File: src/rtl/pla_pkg.sv
package pla_pkg;
  typedef enum logic [1:0] {
    CONN_NONE = 2'b00,
    CONN_TRUE = 2'b01,
    CONN_COMP = 2'b10,
    CONN_ZERO = 2'b11
  } conn_e;

  typedef enum logic [1:0] {
    SEL_AND = 2'd0,
    SEL_OR  = 2'd1,
    SEL_POL = 2'd2,
    SEL_NOP = 2'd3
  } wsel_e;
endpackage

File: src/rtl/pla_cfg_store.sv
module pla_cfg_store #(
  parameter int N_IN   = 3,
  parameter int N_TERM = 4,
  parameter int N_OUT  = 2,
  parameter int IW     = 2,
  parameter int DW     = 6
) (
  input  logic                           clk_i,
  input  logic                           rst_ni,
  input  logic                           wr_en_i,
  input  logic [1:0]                     wr_sel_i,
  input  logic [IW-1:0]                  wr_idx_i,
  input  logic [DW-1:0]                  wr_data_i,
  input  logic                           commit_i,
  output logic [N_TERM-1:0][2*N_IN-1:0]  and_cfg_o,
  output logic [N_OUT-1:0][N_TERM-1:0]   or_cfg_o,
  output logic [N_OUT-1:0]               pol_o
);
  import pla_pkg::*;

  logic [N_TERM-1:0][2*N_IN-1:0] and_sh;
  logic [N_OUT-1:0][N_TERM-1:0]  or_sh;
  logic [N_OUT-1:0]              pol_sh;
  wsel_e                         sel;

  assign sel = wsel_e'(wr_sel_i);

  always_ff @(posedge clk_i or negedge rst_ni) begin
    if (!rst_ni) begin
      and_sh <= '0;
      or_sh  <= '0;
      pol_sh <= '0;
    end else if (wr_en_i) begin
      unique case (sel)
        SEL_AND: if (32'(wr_idx_i) < N_TERM) and_sh[wr_idx_i] <= wr_data_i[2*N_IN-1:0];
        SEL_OR:  if (32'(wr_idx_i) < N_OUT)  or_sh[wr_idx_i]  <= wr_data_i[N_TERM-1:0];
        SEL_POL: if (32'(wr_idx_i) < N_OUT)  pol_sh[wr_idx_i] <= wr_data_i[0];
        default: ;
      endcase
    end
  end

  // active copy changes only on commit
  always_ff @(posedge clk_i or negedge rst_ni) begin
    if (!rst_ni) begin
      and_cfg_o <= '0;
      or_cfg_o  <= '0;
      pol_o     <= '0;
    end else if (commit_i) begin
      and_cfg_o <= and_sh;
      or_cfg_o  <= or_sh;
      pol_o     <= pol_sh;
    end
  end

  AST_ACTIVE_HOLD: assert property (@(posedge clk_i) disable iff (!rst_ni)
    !commit_i |=> ($stable(and_cfg_o) && $stable(or_cfg_o) && $stable(pol_o)));
  AST_COMMIT_LOAD: assert property (@(posedge clk_i) disable iff (!rst_ni)
    (commit_i && !wr_en_i) |=> (and_cfg_o == and_sh && or_cfg_o == or_sh && pol_o == pol_sh));
endmodule

File: src/rtl/pla_and_plane.sv
module pla_and_plane #(
  parameter int N_IN   = 3,
  parameter int N_TERM = 4
) (
  input  logic                          clk_i,
  input  logic                          rst_ni,
  input  logic [N_IN-1:0]               x_i,
  input  logic [N_TERM-1:0][2*N_IN-1:0] and_cfg_i,
  output logic [N_TERM-1:0]             term_o
);
  import pla_pkg::*;

  logic [N_TERM-1:0][N_IN-1:0] lit;

  for (genvar t = 0; t < N_TERM; t++) begin : g_term
    for (genvar i = 0; i < N_IN; i++) begin : g_in
      always_comb begin
        unique case (conn_e'(and_cfg_i[t][2*i+:2]))
          CONN_NONE: lit[t][i] = 1'b1;
          CONN_TRUE: lit[t][i] = x_i[i];
          CONN_COMP: lit[t][i] = ~x_i[i];
          default:   lit[t][i] = 1'b0;
        endcase
      end
      AST_ZERO_FORCE: assert property (@(posedge clk_i) disable iff (!rst_ni)
        (and_cfg_i[t][2*i+:2] == 2'b11) |-> !term_o[t]);
    end
    assign term_o[t] = &lit[t];
  end
endmodule

File: src/rtl/pla_or_plane.sv
module pla_or_plane #(
  parameter int N_TERM = 4,
  parameter int N_OUT  = 2
) (
  input  logic [N_TERM-1:0]             term_i,
  input  logic [N_OUT-1:0][N_TERM-1:0]  or_cfg_i,
  output logic [N_OUT-1:0]              sop_o
);
  for (genvar o = 0; o < N_OUT; o++) begin : g_out
    assign sop_o[o] = |(term_i & or_cfg_i[o]);
  end
endmodule

File: src/rtl/pla_pol_stage.sv
module pla_pol_stage #(
  parameter int N_OUT = 2
) (
  input  logic [N_OUT-1:0] sop_i,
  input  logic [N_OUT-1:0] pol_i,
  output logic [N_OUT-1:0] y_o
);
  assign y_o = sop_i ^ pol_i;
endmodule

File: src/rtl/pla_core.sv
module pla_core #(
  parameter int N_IN   = 3,
  parameter int N_TERM = 4,
  parameter int N_OUT  = 2,
  localparam int MXI   = (N_TERM > N_OUT) ? N_TERM : N_OUT,
  localparam int IW    = (MXI > 1) ? $clog2(MXI) : 1,
  localparam int DW    = (2*N_IN > N_TERM) ? 2*N_IN : N_TERM
) (
  input  logic             clk_i,
  input  logic             rst_ni,
  input  logic             wr_en_i,
  input  logic [1:0]       wr_sel_i,
  input  logic [IW-1:0]    wr_idx_i,
  input  logic [DW-1:0]    wr_data_i,
  input  logic             commit_i,
  input  logic [N_IN-1:0]  x_i,
  output logic [N_OUT-1:0] y_o
);
  logic [N_TERM-1:0][2*N_IN-1:0] and_cfg;
  logic [N_OUT-1:0][N_TERM-1:0]  or_cfg;
  logic [N_OUT-1:0]              pol;
  logic [N_TERM-1:0]             term;
  logic [N_OUT-1:0]              sop;

  pla_cfg_store #(
    .N_IN(N_IN), .N_TERM(N_TERM), .N_OUT(N_OUT), .IW(IW), .DW(DW)
  ) u_cfg (
    .clk_i(clk_i), .rst_ni(rst_ni), .wr_en_i(wr_en_i), .wr_sel_i(wr_sel_i),
    .wr_idx_i(wr_idx_i), .wr_data_i(wr_data_i), .commit_i(commit_i),
    .and_cfg_o(and_cfg), .or_cfg_o(or_cfg), .pol_o(pol)
  );

  pla_and_plane #(.N_IN(N_IN), .N_TERM(N_TERM)) u_and (
    .clk_i(clk_i), .rst_ni(rst_ni), .x_i(x_i), .and_cfg_i(and_cfg), .term_o(term)
  );

  pla_or_plane #(.N_TERM(N_TERM), .N_OUT(N_OUT)) u_or (
    .term_i(term), .or_cfg_i(or_cfg), .sop_o(sop)
  );

  pla_pol_stage #(.N_OUT(N_OUT)) u_pol (
    .sop_i(sop), .pol_i(pol), .y_o(y_o)
  );

  for (genvar o = 0; o < N_OUT; o++) begin : g_chk
    AST_EMPTY_COL: assert property (@(posedge clk_i) disable iff (!rst_ni)
      (or_cfg[o] == '0) |-> (y_o[o] == pol[o]));
  end

  AST_Y_STABLE: assert property (@(posedge clk_i) disable iff (!rst_ni)
    !commit_i |=> (!$stable(x_i) || $stable(y_o)));
endmodule

File: config.mk
export PLATFORM = sky130hd
export DESIGN_NAME = pla_core
export DESIGN_NICKNAME = d
export VERILOG_FILES = /design/src/rtl/pla_pkg.sv /design/src/rtl/pla_cfg_store.sv /design/src/rtl/pla_and_plane.sv /design/src/rtl/pla_or_plane.sv /design/src/rtl/pla_pol_stage.sv /design/src/rtl/pla_core.sv
export SDC_FILE = /design/constraint.sdc
export NUM_CORES = 1
export LEC_CHECK = 0
export BUFFER_PORTS_ARGS = -buffer_cell sky130_fd_sc_hd__buf_2
export CAP_MARGIN = 5
export CELL_PAD_IN_SITES_DETAIL_PLACEMENT = 1
export CELL_PAD_IN_SITES_GLOBAL_PLACEMENT = 2
export CORE_ASPECT_RATIO = 0.8
export CORE_MARGIN = 3
export CORE_UTILIZATION = 46
export DETAILED_ROUTE_END_ITERATION = 6
export PLACE_DENSITY = 0.79
export SKIP_CTS_REPAIR_TIMING = 1
export SLEW_MARGIN = 20
export SYNTH_ARGS = -nofsm -noshare
export SYNTH_HDL_FRONTEND = slang
export SYNTH_SLANG_ARGS = --single-unit
File: constraint.sdc
create_clock -name clk_i -period 2.85 [get_ports clk_i]
set_input_delay 0.285 -clock clk_i [delete_from_list [all_inputs] [get_ports clk_i]]
set_output_delay 0.285 -clock clk_i [all_outputs]
set_load 0.01 [all_outputs]
==> results.toml <==
[cells_and_area]
nNetsFinal = 223
fillers = 566
layout_commonest_cell = "dfrtp_1"
final_cell_mix = "68 x dfrtp_1, 64 x mux2_2, 18 x buf_2"
finalNonFillerCells = 289
multi_input_area_um2 = 1060
num_antenna_cells = 0
drive_above_1_share_pct = 50.2
ff_latch_area_um2 = 1700
syn2layout_area_growth_pct = 14.2

[critical_path]
worst_path_largest_cell_delay_ns = 0.38
critPathKind = "register to primary output"
worstRegToRegCells = 1
reg2reg_to = "u_cfg.pol_o[1]"
path_max_fanout = 2
r2r-start = "u_cfg.pol_o[1]"
worst_path_most_repeated_cell = "nand4_1"
path_depth = 5
cp.required_ns = 2.57
cp-end-kind = "primary output"
reg2reg_slack_ns = 2.05
endpoint = "y_o[0]"
crit_family = "flip-flops"
startpoint = "u_cfg.and_cfg_o[23]"
cp-start-kind = "register"
worst_ep_arrival_time_ns = 1.66
slowest_stage = "dfrtp_1"
critical_path_buf_inv_count = 1
crit_chain = "mux2i_1 > nand4_1 > nand4_1 > xor2_1 > buf_2"

[power]
power_w = 0.00269
power_frac_clock_pct = 32.2
pwr-share-seq_pct = 50.3
powerDensity_nw_per_um2 = 839
vdd_drop_max_mv = 0.421
power_switching_w = 0.000692
p_int_w = 0.00199
leakagePower_nw = 1.47
p_comb_share_pct = 17.4
swShare_pct = 25.7

[global_route]
antenna_found_initial = 0
busiest_layer = "met2"
use_met3_pct = 6.02
grt_max_degree = 35
grt-ovfl-total = 0
grt.met1_usage_pct = 24.9
grt_pass1_wl_mm = 9.56
grt_pass1_vias = 1756
grtUsageMet2_pct = 29.3
grt_usage_pct = 18.9

[logic_synthesis]
syn_area_um2 = 2800
syn_inst = 183
synth_seq_area_share_pct = 60.7
yosysTopAreaCell = "dfrtp_1"
syn-num-nets = 200
synth_warnings = 0
synthTopCellsByArea = "dfrtp_1 61%, mux2_2 26%, mux2i_1 4.3%, nand4_1 2.2%, mux2_4 2.1%"
ys_ff_latch = 68
avgSynthCellArea_um2 = 15.3
synthDistinctLibCells = 17
yosysTopAreaCellShare_pct = 60.7

[detailed_routing]
vias = 1574
vias_per_cell = 5.45
dr.pass1.iters = 4
wl_per_cell_um = 20.2
postRouteWirelength_mm = 5.84
drt_iter0_markers = 74
ant_nets = 0
drc_errors = 0

[placed_design]
hpwl_mm = 4.24
place_inst = 272
globalplace.congestion = 0.793
port_buffers = 18

[flow_run]
maxCapViolCount = 0

[sta]
drv_slew = 0
setup_viol = 0
rsz0062_at_grt = "false"
relSlewSlack_pct = 44.6
setup-tns-final_ns = 0
final_hold_viol_count = 0
finalCriticalPeriod_ns = 1.95
fin_crit_sh_pct = 68.3
tightestPinTransition_ns = 0.831
skew_ns = 0.00431
max_freq_ghz = 0.514

[floorplan]
initial_utilization_pct = 49.4
die_x_um = 93.3
die_y_um = 75.8
core_area_um2 = 5680
num_io_pins = 19
die_area_um2 = 7070
fp-row-count = 24

[clock_network]
cts_buffer_depth = 2
clk_latency_ns = 0.34
cts_made_buffers = 9
cts_tree = "built"
clockRootBuffer = "clkbuf_8"
cts_sinks = 68
clk_pin_slew_ns = 0.07
htreeDepth = 3

[outcome]
outcome = "finished, final reports clean"

[hold_path]
hp-class = "primary input to register"
## per-layer routing
| metal | part of all wire [%] | wire, µm | vias to the layer above |
|---|---|---|---|
| li1 | - | - | 699 |
| met4 | 2.5 | 144 | 0 |
| met2 | 46 | 2670 | 27 |
| met5 | 0 | 0 | - |
| met3 | 3.5 | 202 | 9 |
| met1 | 48 | 2830 | 839 |
## worst min path at each step
stage / depth (start not counted) / slack, ns / end / startpoint
6_report: 2 / 0.24 / u_cfg.and_sh[17] / wr_data_i[5]
5_1_grt: 2 / 0.24 / u_cfg.and_sh[5] / wr_data_i[5]
4_1_cts: 1 / -0.05 / u_cfg.and_cfg_o[21] / rst_ni
3_5_place_dp: 1 / 0.31 / u_cfg.pol_sh[1] / rst_ni
3_3_place_gp: 1 / 0.30 / u_cfg.pol_sh[1] / rst_ni
2_1_floorplan: 0 / -0.01 / u_cfg.and_cfg_o[0] / rst_ni
## state kept, by name, summed over array words and instances (netlist names)
signal / cells
u_cfg.and_cfg_o: 24
u_cfg.and_sh: 24
u_cfg.or_cfg_o: 8
u_cfg.or_sh: 8
u_cfg.pol_o: 2
u_cfg.pol_sh: 2
## kinds of logic (layout without fill, tap and decap cells)
family | after synthesis | after routing | share of synthesized area (%)
xor gates and xnor gates | 2 | 2 | 0.625
muxes | 80 | 80 | 32.2
DFF | 68 | 68 | 60.7
buffers and inverters | 9 | 37 | 1.38
and+or+nand+nor | 24 | 24 | 5.09
## power by group through the flow
stage	clock, W	sequential (W)	combinational [W]
detailed placement	0	0.00137	0.000475
finish	0.000865	0.00135	0.000469
floorplan	0	0.00131	0.000344
global route	0.000945	0.00138	0.000516
CTS	0.000891	0.00135	0.000478
global placement	0	0.00135	0.000448
## stage by stage
step	utilization, %	hold WS, ns	instance area [µm²]	setup slack, ns
after floorplan	-	-0.0106	2800	1.39
after global placement	52.2	0.302	2970	1.16
after detailed placement	52.2	0.306	2970	1.12
after CTS	56.2	-0.0550	3190	0.892
after global routing	56.4	0.242	3200	0.790
final	56.4	0.238	3200	0.905
## layout make-up
| cell class | instances | share of cell area (%) |
|---|---|---|
| clock buffer | 10 | 4.30 |
| clock inverter | 6 | 2.74 |
| multi-input combinational | 106 | 33.2 |
| sequential | 68 | 53.2 |
| tap | 78 | 3.05 |
| timing repair buffer | 21 | 3.60 |
## cell usage after synthesis
cell	count
nand3b_1	1
nand2_1	3
nor2_1	2
mux2_2	64
or4_1	1
clkbuf_1	5
nor2_2	1
nand2b_1	2
buf_2	4
mux2i_1	12
nor3b_2	1
nand4_1	10
xor2_1	2
mux2_4	4
dfrtp_1	68
nand3_1	1
nor3_1	2
No activity file was read; power rests on OpenSTA's default activity.
